===== config.mk =====
export PLATFORM = sky130hd
export DESIGN_NAME = tod_snapshot_regs
export DESIGN_NICKNAME = d
export VERILOG_FILES = /design/src/rtl/tod_pkg.sv /design/src/rtl/tod_live_counter.sv /design/src/rtl/tod_snapshot.sv /design/src/rtl/tod_addr_decode.sv /design/src/rtl/tod_read_port.sv /design/src/rtl/tod_snapshot_regs.sv
export SDC_FILE = /design/constraint.sdc
export NUM_CORES = 1
export LEC_CHECK = 0
export ABC_CLOCK_PERIOD_IN_PS = 3100
export CAP_MARGIN = 40
export CORE_UTILIZATION = 40
export DETAILED_ROUTE_END_ITERATION = 10
export DONT_BUFFER_PORTS = 1
export PLACE_DENSITY_LB_ADDON = 0.05
export SYNTH_ARGS = -nofsm -noshare
export SYNTH_HDL_FRONTEND = slang
export SYNTH_SLANG_ARGS = --single-unit
export TNS_END_PERCENT = 30

===== constraint.sdc =====
create_clock -name clk -period 3.1 [get_ports clk]
set_clock_uncertainty 0.05 [all_clocks]
set_input_delay 0.31 -clock clk [delete_from_list [all_inputs] [get_ports clk]]
set_output_delay 0.31 -clock clk [all_outputs]
set_load 0.05 [all_outputs]

===== src/rtl/tod_pkg.sv =====
package tod_pkg;

    localparam int WORD_W = 32;

    // Byte offsets of the register window
    localparam int OFF_FEAT  = 0;
    localparam int OFF_LATCH = 4;
    localparam int OFF_SEC   = 8;
    localparam int OFF_USEC  = 12;

    typedef struct packed {
        logic [WORD_W-1:0] sec;
        logic [WORD_W-1:0] usec;
    } tod_time_t;

    typedef enum logic [2:0] {
        SEL_NONE,
        SEL_FEAT,
        SEL_LATCH,
        SEL_SEC,
        SEL_USEC
    } reg_sel_e;

endpackage


===== src/rtl/tod_live_counter.sv =====
module tod_live_counter
    import tod_pkg::*;
#(
    parameter int US_PER_SEC = 1000000
) (
    input  logic      clk,
    input  logic      rst_n,
    input  logic      tick,
    output tod_time_t live
);

    localparam logic [WORD_W-1:0] USEC_LAST = WORD_W'(US_PER_SEC - 1);

    tod_time_t time_d, time_q;

    always_comb begin
        time_d = time_q;
        if (tick) begin
            if (time_q.usec == USEC_LAST) begin
                time_d.usec = '0;
                time_d.sec  = time_q.sec + 1'b1;
            end else begin
                time_d.usec = time_q.usec + 1'b1;
            end
        end
    end

    always_ff @(posedge clk or negedge rst_n) begin
        if (!rst_n) begin
            time_q <= '0;
        end else begin
            time_q <= time_d;
        end
    end

    assign live = time_q;

endmodule


===== src/rtl/tod_snapshot.sv =====
module tod_snapshot
    import tod_pkg::*;
(
    input  logic      clk,
    input  logic      rst_n,
    input  logic      capture,
    input  tod_time_t live,
    output tod_time_t snap
);

    tod_time_t snap_d, snap_q;

    always_comb begin
        snap_d = snap_q;
        if (capture) begin
            snap_d = live;
        end
    end

    always_ff @(posedge clk or negedge rst_n) begin
        if (!rst_n) begin
            snap_q <= '0;
        end else begin
            snap_q <= snap_d;
        end
    end

    assign snap = snap_q;

endmodule


===== src/rtl/tod_addr_decode.sv =====
module tod_addr_decode
    import tod_pkg::*;
#(
    parameter int ADDR_W = 8
) (
    input  logic [ADDR_W-1:0] addr,
    output reg_sel_e          sel
);

    always_comb begin
        sel = SEL_NONE;
        if (addr == ADDR_W'(OFF_FEAT)) begin
            sel = SEL_FEAT;
        end else if (addr == ADDR_W'(OFF_LATCH)) begin
            sel = SEL_LATCH;
        end else if (addr == ADDR_W'(OFF_SEC)) begin
            sel = SEL_SEC;
        end else if (addr == ADDR_W'(OFF_USEC)) begin
            sel = SEL_USEC;
        end
    end

endmodule


===== src/rtl/tod_read_port.sv =====
module tod_read_port
    import tod_pkg::*;
#(
    parameter int         FEAT_W   = 3,
    parameter logic [2:0] FEATURES = 3'b000
) (
    input  logic              clk,
    input  logic              rst_n,
    input  logic              rd_en,
    input  reg_sel_e          sel,
    input  tod_time_t         snap,
    output logic [WORD_W-1:0] rd_data
);

    logic [WORD_W-1:0] feat_word;
    logic [WORD_W-1:0] rdata_d, rdata_q;

    // One feature flag per low bit; everything above is zero
    for (genvar g = 0; g < WORD_W; g++) begin : g_feat
        if (g < FEAT_W) begin : g_flag
            assign feat_word[g] = FEATURES[g];
        end else begin : g_zero
            assign feat_word[g] = 1'b0;
        end
    end

    always_comb begin
        rdata_d = '0;
        if (rd_en) begin
            unique case (sel)
                SEL_FEAT: rdata_d = feat_word;
                SEL_SEC:  rdata_d = snap.sec;
                SEL_USEC: rdata_d = snap.usec;
                default:  rdata_d = '0;
            endcase
        end
    end

    always_ff @(posedge clk or negedge rst_n) begin
        if (!rst_n) begin
            rdata_q <= '0;
        end else begin
            rdata_q <= rdata_d;
        end
    end

    assign rd_data = rdata_q;

endmodule


===== src/rtl/tod_snapshot_regs.sv =====
module tod_snapshot_regs
    import tod_pkg::*;
#(
    parameter int         US_PER_SEC = 1000000,
    parameter int         ADDR_W     = 8,
    parameter logic [2:0] FEATURES   = 3'b111
) (
    input  logic              clk,
    input  logic              rst_n,
    input  logic              us_tick,
    input  logic [ADDR_W-1:0] addr,
    input  logic              wr_en,
    input  logic [31:0]       wr_data,
    input  logic              rd_en,
    output logic [31:0]       rd_data
);

    localparam int FEAT_W = 3;

    reg_sel_e  sel;
    logic      capture;
    tod_time_t live;
    tod_time_t snap;
    logic      wr_data_unused;

    // The capture register reacts to the strobe alone
    assign wr_data_unused = ^wr_data;

    tod_addr_decode #(
        .ADDR_W (ADDR_W)
    ) u_decode (
        .addr (addr),
        .sel  (sel)
    );

    assign capture = wr_en && (sel == SEL_LATCH);

    tod_live_counter #(
        .US_PER_SEC (US_PER_SEC)
    ) u_live (
        .clk   (clk),
        .rst_n (rst_n),
        .tick  (us_tick),
        .live  (live)
    );

    tod_snapshot u_snap (
        .clk     (clk),
        .rst_n   (rst_n),
        .capture (capture),
        .live    (live),
        .snap    (snap)
    );

    tod_read_port #(
        .FEAT_W   (FEAT_W),
        .FEATURES (FEATURES)
    ) u_read (
        .clk     (clk),
        .rst_n   (rst_n),
        .rd_en   (rd_en),
        .sel     (sel),
        .snap    (snap),
        .rd_data (rd_data)
    );

endmodule


# After elaboration in Yosys (flattened, before gate mapping)
# Index checks and enable logic that the tools add are counted.
# classes
add_sub_neg	2
shift	0
n_div	0
bitwise_logic	0
muxes	7
n_eq_ne	8
n_reduce_logical	3
magnitude_cmp	0
mul	0
# op_table
op	count
$pmux W32 S3	1
$add A32 B1 Y32 const B	2
$mux W32	2
$eq A32 B20 Y1 const B	1
$eq A8 B4 Y1 const B	2
$mux W3	4
$eq A8 B3 Y1 const B	1
$logic_not A8 Y1	1
$eq A3 B2 Y1 const B	2
$eq A3 B1 Y1 const B	1
$eq A3 B3 Y1 const B	1
$reduce_and A2 Y1	1
$logic_and A1 B1 Y1	1
# totals
latch_bits	0
reg_bits	160
out_inout_bits	32
n_memories	0
in_bits	45
rom_bits	0
mem_bits_rw	0

# Longest topological paths before layout
# logic_depth
ltp_word	8
ltp_mapped	7
ltp_nobuf	6

# Cells and area by module
# From an unflattened synthesis, not the netlist that was laid out.
# hier_totals
cells_unflattened	560
hier_area_um2	7084.3
# by_module_without_submodules
module	seq_area_each_um2	cells_each	area_each_um2	instances
tod_live_counter	1601.5	273	3002.9	1
tod_snapshot	1601.5	135	2678.8	1
tod_read_port	800.8	145	1347.5	1
tod_addr_decode	0.0	6	42.5	1
tod_snapshot_regs	0.0	1	12.5	1

# Worst setup path before layout
# Ideal clock, no wire load.
# synth_timing
kind	register to register
startpoint	register u_live.time_q (netlist bit u_live.live[0])
endpoint	register u_live.time_q (netlist bit u_live.live[63])
setup_ns	0.075
period_less_slack_ns	2.244
required_ns	2.975
arrival_time_ns	2.118
stages_incl_launch_ff	8
path_slack_ns	0.856
cell_sequence	dfrtp_1 ha_1 nand2_1 or4_4 or4_4 buf_6 nor2_4 xor2_2
# synth_via
elab_chain_len	2
# synth_rtl
element	line	source
start: declaration	tod_live_counter.sv:14	tod_time_t time_d, time_q;
start signal: assignment	tod_live_counter.sv:32	time_q <= time_d;
$eq A32 B20 Y1	tod_live_counter.sv:19	if (time_q.usec == USEC_LAST) begin
$reduce_and A2 Y1 (no source line)	n/a	
# Every way passes these cells.
# A chain may end at the register's enable or synchronous reset.

# Final worst setup path
# layout_timing
startpoint	register u_live.time_q (netlist bit u_live.live[0])
endpoint	register u_live.time_q (netlist bit u_live.live[59])
# The elaborated chain is that of the path after synthesis.

==> impl_results.md <==
* Status: finished, violations left
* Failing checks: negative hold slack
* EDFF count, synth at 0
* Dpl hpwl at between 8 and 9 mm
* Largest net degree at the start of global routing at around 160
* Final nets at ~620
* Largest cells by area after synthesis: dfrtp_1 (59%), mux2_2 (9.6%), xnor2_1 (4.6%), mux2i_1 (4.6%), nor2_1 (3.2%)
* DRT Wirelength at 13.9 mm
* Top-count cell post-synth: dfrtp_1
* Final core occ at between 40% and 50%
* Gr ovfl total at 0
* Max-Cap Viols at 0
* Final TNS setup at 0 ps
* Global placer's final weighted congestion at 0.778
* Gate Count Post-Synth at 567
* Post-Syn Nets at between 600 and 700
* Clock transition at path regs at 60 ps
* Vias at 4,206
* Power Internal at 3.65 mW
* Num rows at 47
* Hold Buf Count CTS at 3
* Layout cell share with drive strength beyond 1 at around 18%
* I/O pin cnt at 77
* CP peak stage delay at 650 ps
* CTS tree: built
* Power per cell area at approximately 600 nW/um2
* Clock sink total at 160
* Synth top cells by count: dfrtp_1 (160), mux2_2 (58), nor2_1 (58), nand2_1 (47), xnor2_1 (36)
* Worst slew pin tran at 606 ps
* Minimum clock period at 2430 ps
* Arrival time at the worst endpoint at 2730 ps
* H-Tree Depth at 4
* P_leak at about 3.7 nW
* Ys Warns at 0
* Register area share after synthesis at 58.9%
* Logic pwr share at 2.2%
* Final period utilization at 78.3%
* CP Buf/Inv Count at 0
* Most used DFF post-synth: dfrtp_1
* Worst VDD drop at 0.387 mV
* Syn Area/Cell at 12.0 um2
* Fmax at 412 MHz
* Full die area at 17,500 um2
* Setup-failing EPs final at 0
* Initial antenna violation count at 0
* Top-area cell type share of the netlist area at between 50% and 60%
* Root Buffer Master: clkbuf_16
* Worst EP required at 3400 ps
* Psw at around 930 uW
* RSZ-0062 raised after global routing: false
* Slew headroom at 59.3%
* Asr flop ratio synth at 100%
* Post-CTS Resized at 0
* DRC errors left at 0
* Die X-Extent at roughly 130 um
* Number of diodes at 0
* Worst min path class: in -> async
* Final hold viol count at 160
* Family with the most delay on the worst path: simple AND/OR/NAND/NOR gates
* Cell mode on critical path: or4_4
* Switching share of total power at 20.3%
* Syn-to-layout area delta at 13.5%
* Clock power frac at between 40 and 50%
* Launching element type of the critical path: flop
* Setup bufs post-CTS at 0
* Seq cells post-synth at 160
* Crit-path slowest cell: or4_4
* Worst setup EP type: flop
* Total CTS buffers at 17
* Initial drt markers at 304
* Crit path cell chain: ha_1, nand2_1, or4_4, or4_4, nor2_2, xor2_1
* DRT Pass-1 Iters at 4
* Total GRT Usage at between 15 and 20%
* Synthesized area at about 6800 um2
* Max Slew Vio Count at 0
* Via density at 5.22
* Crit Path Class: reg -> reg
* Netlist cell types at 38
* Core Area at 16,600 um2
* Final ANT Viol Nets at 0
* Number of global-route vias before repair at 4,169
* First-pass GRT wire length at roughly 23 mm
* Clock buffer depth at 2
* Starting Density at 41.0%
* Die height at 132 um
* Wire per inst at 17.3 um
* Sequential Power Share at 48.0%
* Worst-Skew Late Latency at 430 ps
* Hold Slack at -465 ps
* Cell accounting for the most synthesized area: dfrtp_1
* Buffers added on ports at 0
* Tot Pwr at ~4.6 mW
* CP max FO at 6
* Total of fill cells in the finished design at 1,528
==> per-layer routing <==
| layer | wire length [um] | GRT usage (%) |
|---|---|---|
| met5 | 0 | 0 |
| met2 | 6560 | 25.8 |
| met1 | 6700 | 24.4 |
| met4 | 190 | 6.96 |
| met3 | 482 | 3.96 |
==> path summary, 6_finish.rpt <==
| check | slack [ps] | startpoint | depth (start not counted) | endpoint |
|---|---|---|---|---|
| setup / recovery | 670 | u_live.live[0]$_DFFE_PN0P_ | 6 | u_live.live[59]$_DFFE_PN0P_ |
| max in group asynchronous | 3240 | rst_n | 0 | u_snap.snap[20]$_DFFE_PN0P_ |
| setup reg to reg | 670 | u_live.live[0]$_DFFE_PN0P_ | 6 | u_live.live[59]$_DFFE_PN0P_ |
| hold / removal | -460 | rst_n | 0 | u_read.rd_data[2]$_DFF_PN0_ |
| min in group clk | 20 | addr[2] | 2 | u_read.rd_data[11]$_DFF_PN0_ |
| hold reg to reg | 440 | u_snap.snap[5]$_DFFE_PN0P_ | 2 | u_snap.snap[5]$_DFFE_PN0P_ |
==> cell usage in the layout, fill, tap and decap left out, drive strengths merged, types with 14 or more instances in the layout <==
| master | Yosys | routed |
|---|---|---|
| and3 | 14 | 14 |
| clkbuf | 18 | 21 |
| dfrtp | 160 | 160 |
| mux2 | 58 | 58 |
| mux2i | 31 | 31 |
| nand2 | 47 | 47 |
| nand3 | 18 | 18 |
| nand4 | 21 | 21 |
| nor2 | 62 | 62 |
| xnor2 | 36 | 36 |
| xor2 | 20 | 20 |
==> cell type report <==
class                   instances  area, um2  share of cell area, %
flip-flops and latches        160       4000                   51.9
multi-input cells             374       2650                   34.4
clock buffers                  21        460                   5.97
well taps                     220        275                   3.57
clock inverters                10        184                   2.38
repair buffers                 11        103                   1.33
inverters                      10       37.5                  0.487
==> power by group through the flow <==
stage | logic (mW) | clock network [mW] | registers (mW)
floorplan | 0.115 | 0 | 2.20
global placement | 0.0901 | 0 | 2.23
detailed placement | 0.0933 | 0 | 2.23
CTS | 0.101 | 2.35 | 2.20
global route | 0.112 | 2.44 | 2.20
finish | 0.100 | 2.28 | 2.20
==> stage by stage <==
stage | instances | area (um2) | setup slack [ps]
2_1_floorplan | 567 | 6800 | 856
3_3_place_gp | 771 | 7020 | 718
3_5_place_dp | 772 | 7040 | 684
4_1_cts | 806 | 7710 | 660
5_1_grt | 806 | 7710 | 579
6_report | 806 | 7710 | 674
==> registers in the layout, indices dropped and copies added, names as in the netlist <==
register and flops:
u_snap.snap 64, u_live.live 64, u_read.rd_data 32
==> worst reg2reg max path: stages, from the launching register on <==
cell and delay [ps]:
dfrtp_1 440, ha_1 240, nand2_1 120, or4_4 570, or4_4 650, nor2_2 130
xor2_1 160
==> cells by family after synthesis <==
kind of cell	Yosys count	synth area share, %
buffers and inverters	33	2.06
multiplexers	89	14.2
adder cells (fa/ha/maj)	2	0.368
XOR/XNOR	56	7.33
flip-flops	160	58.9
AND/OR/NAND/NOR	204	15.2
AO/OA/AOI/OAI	23	1.91
No activity file was read; power rests on OpenSTA's default activity.
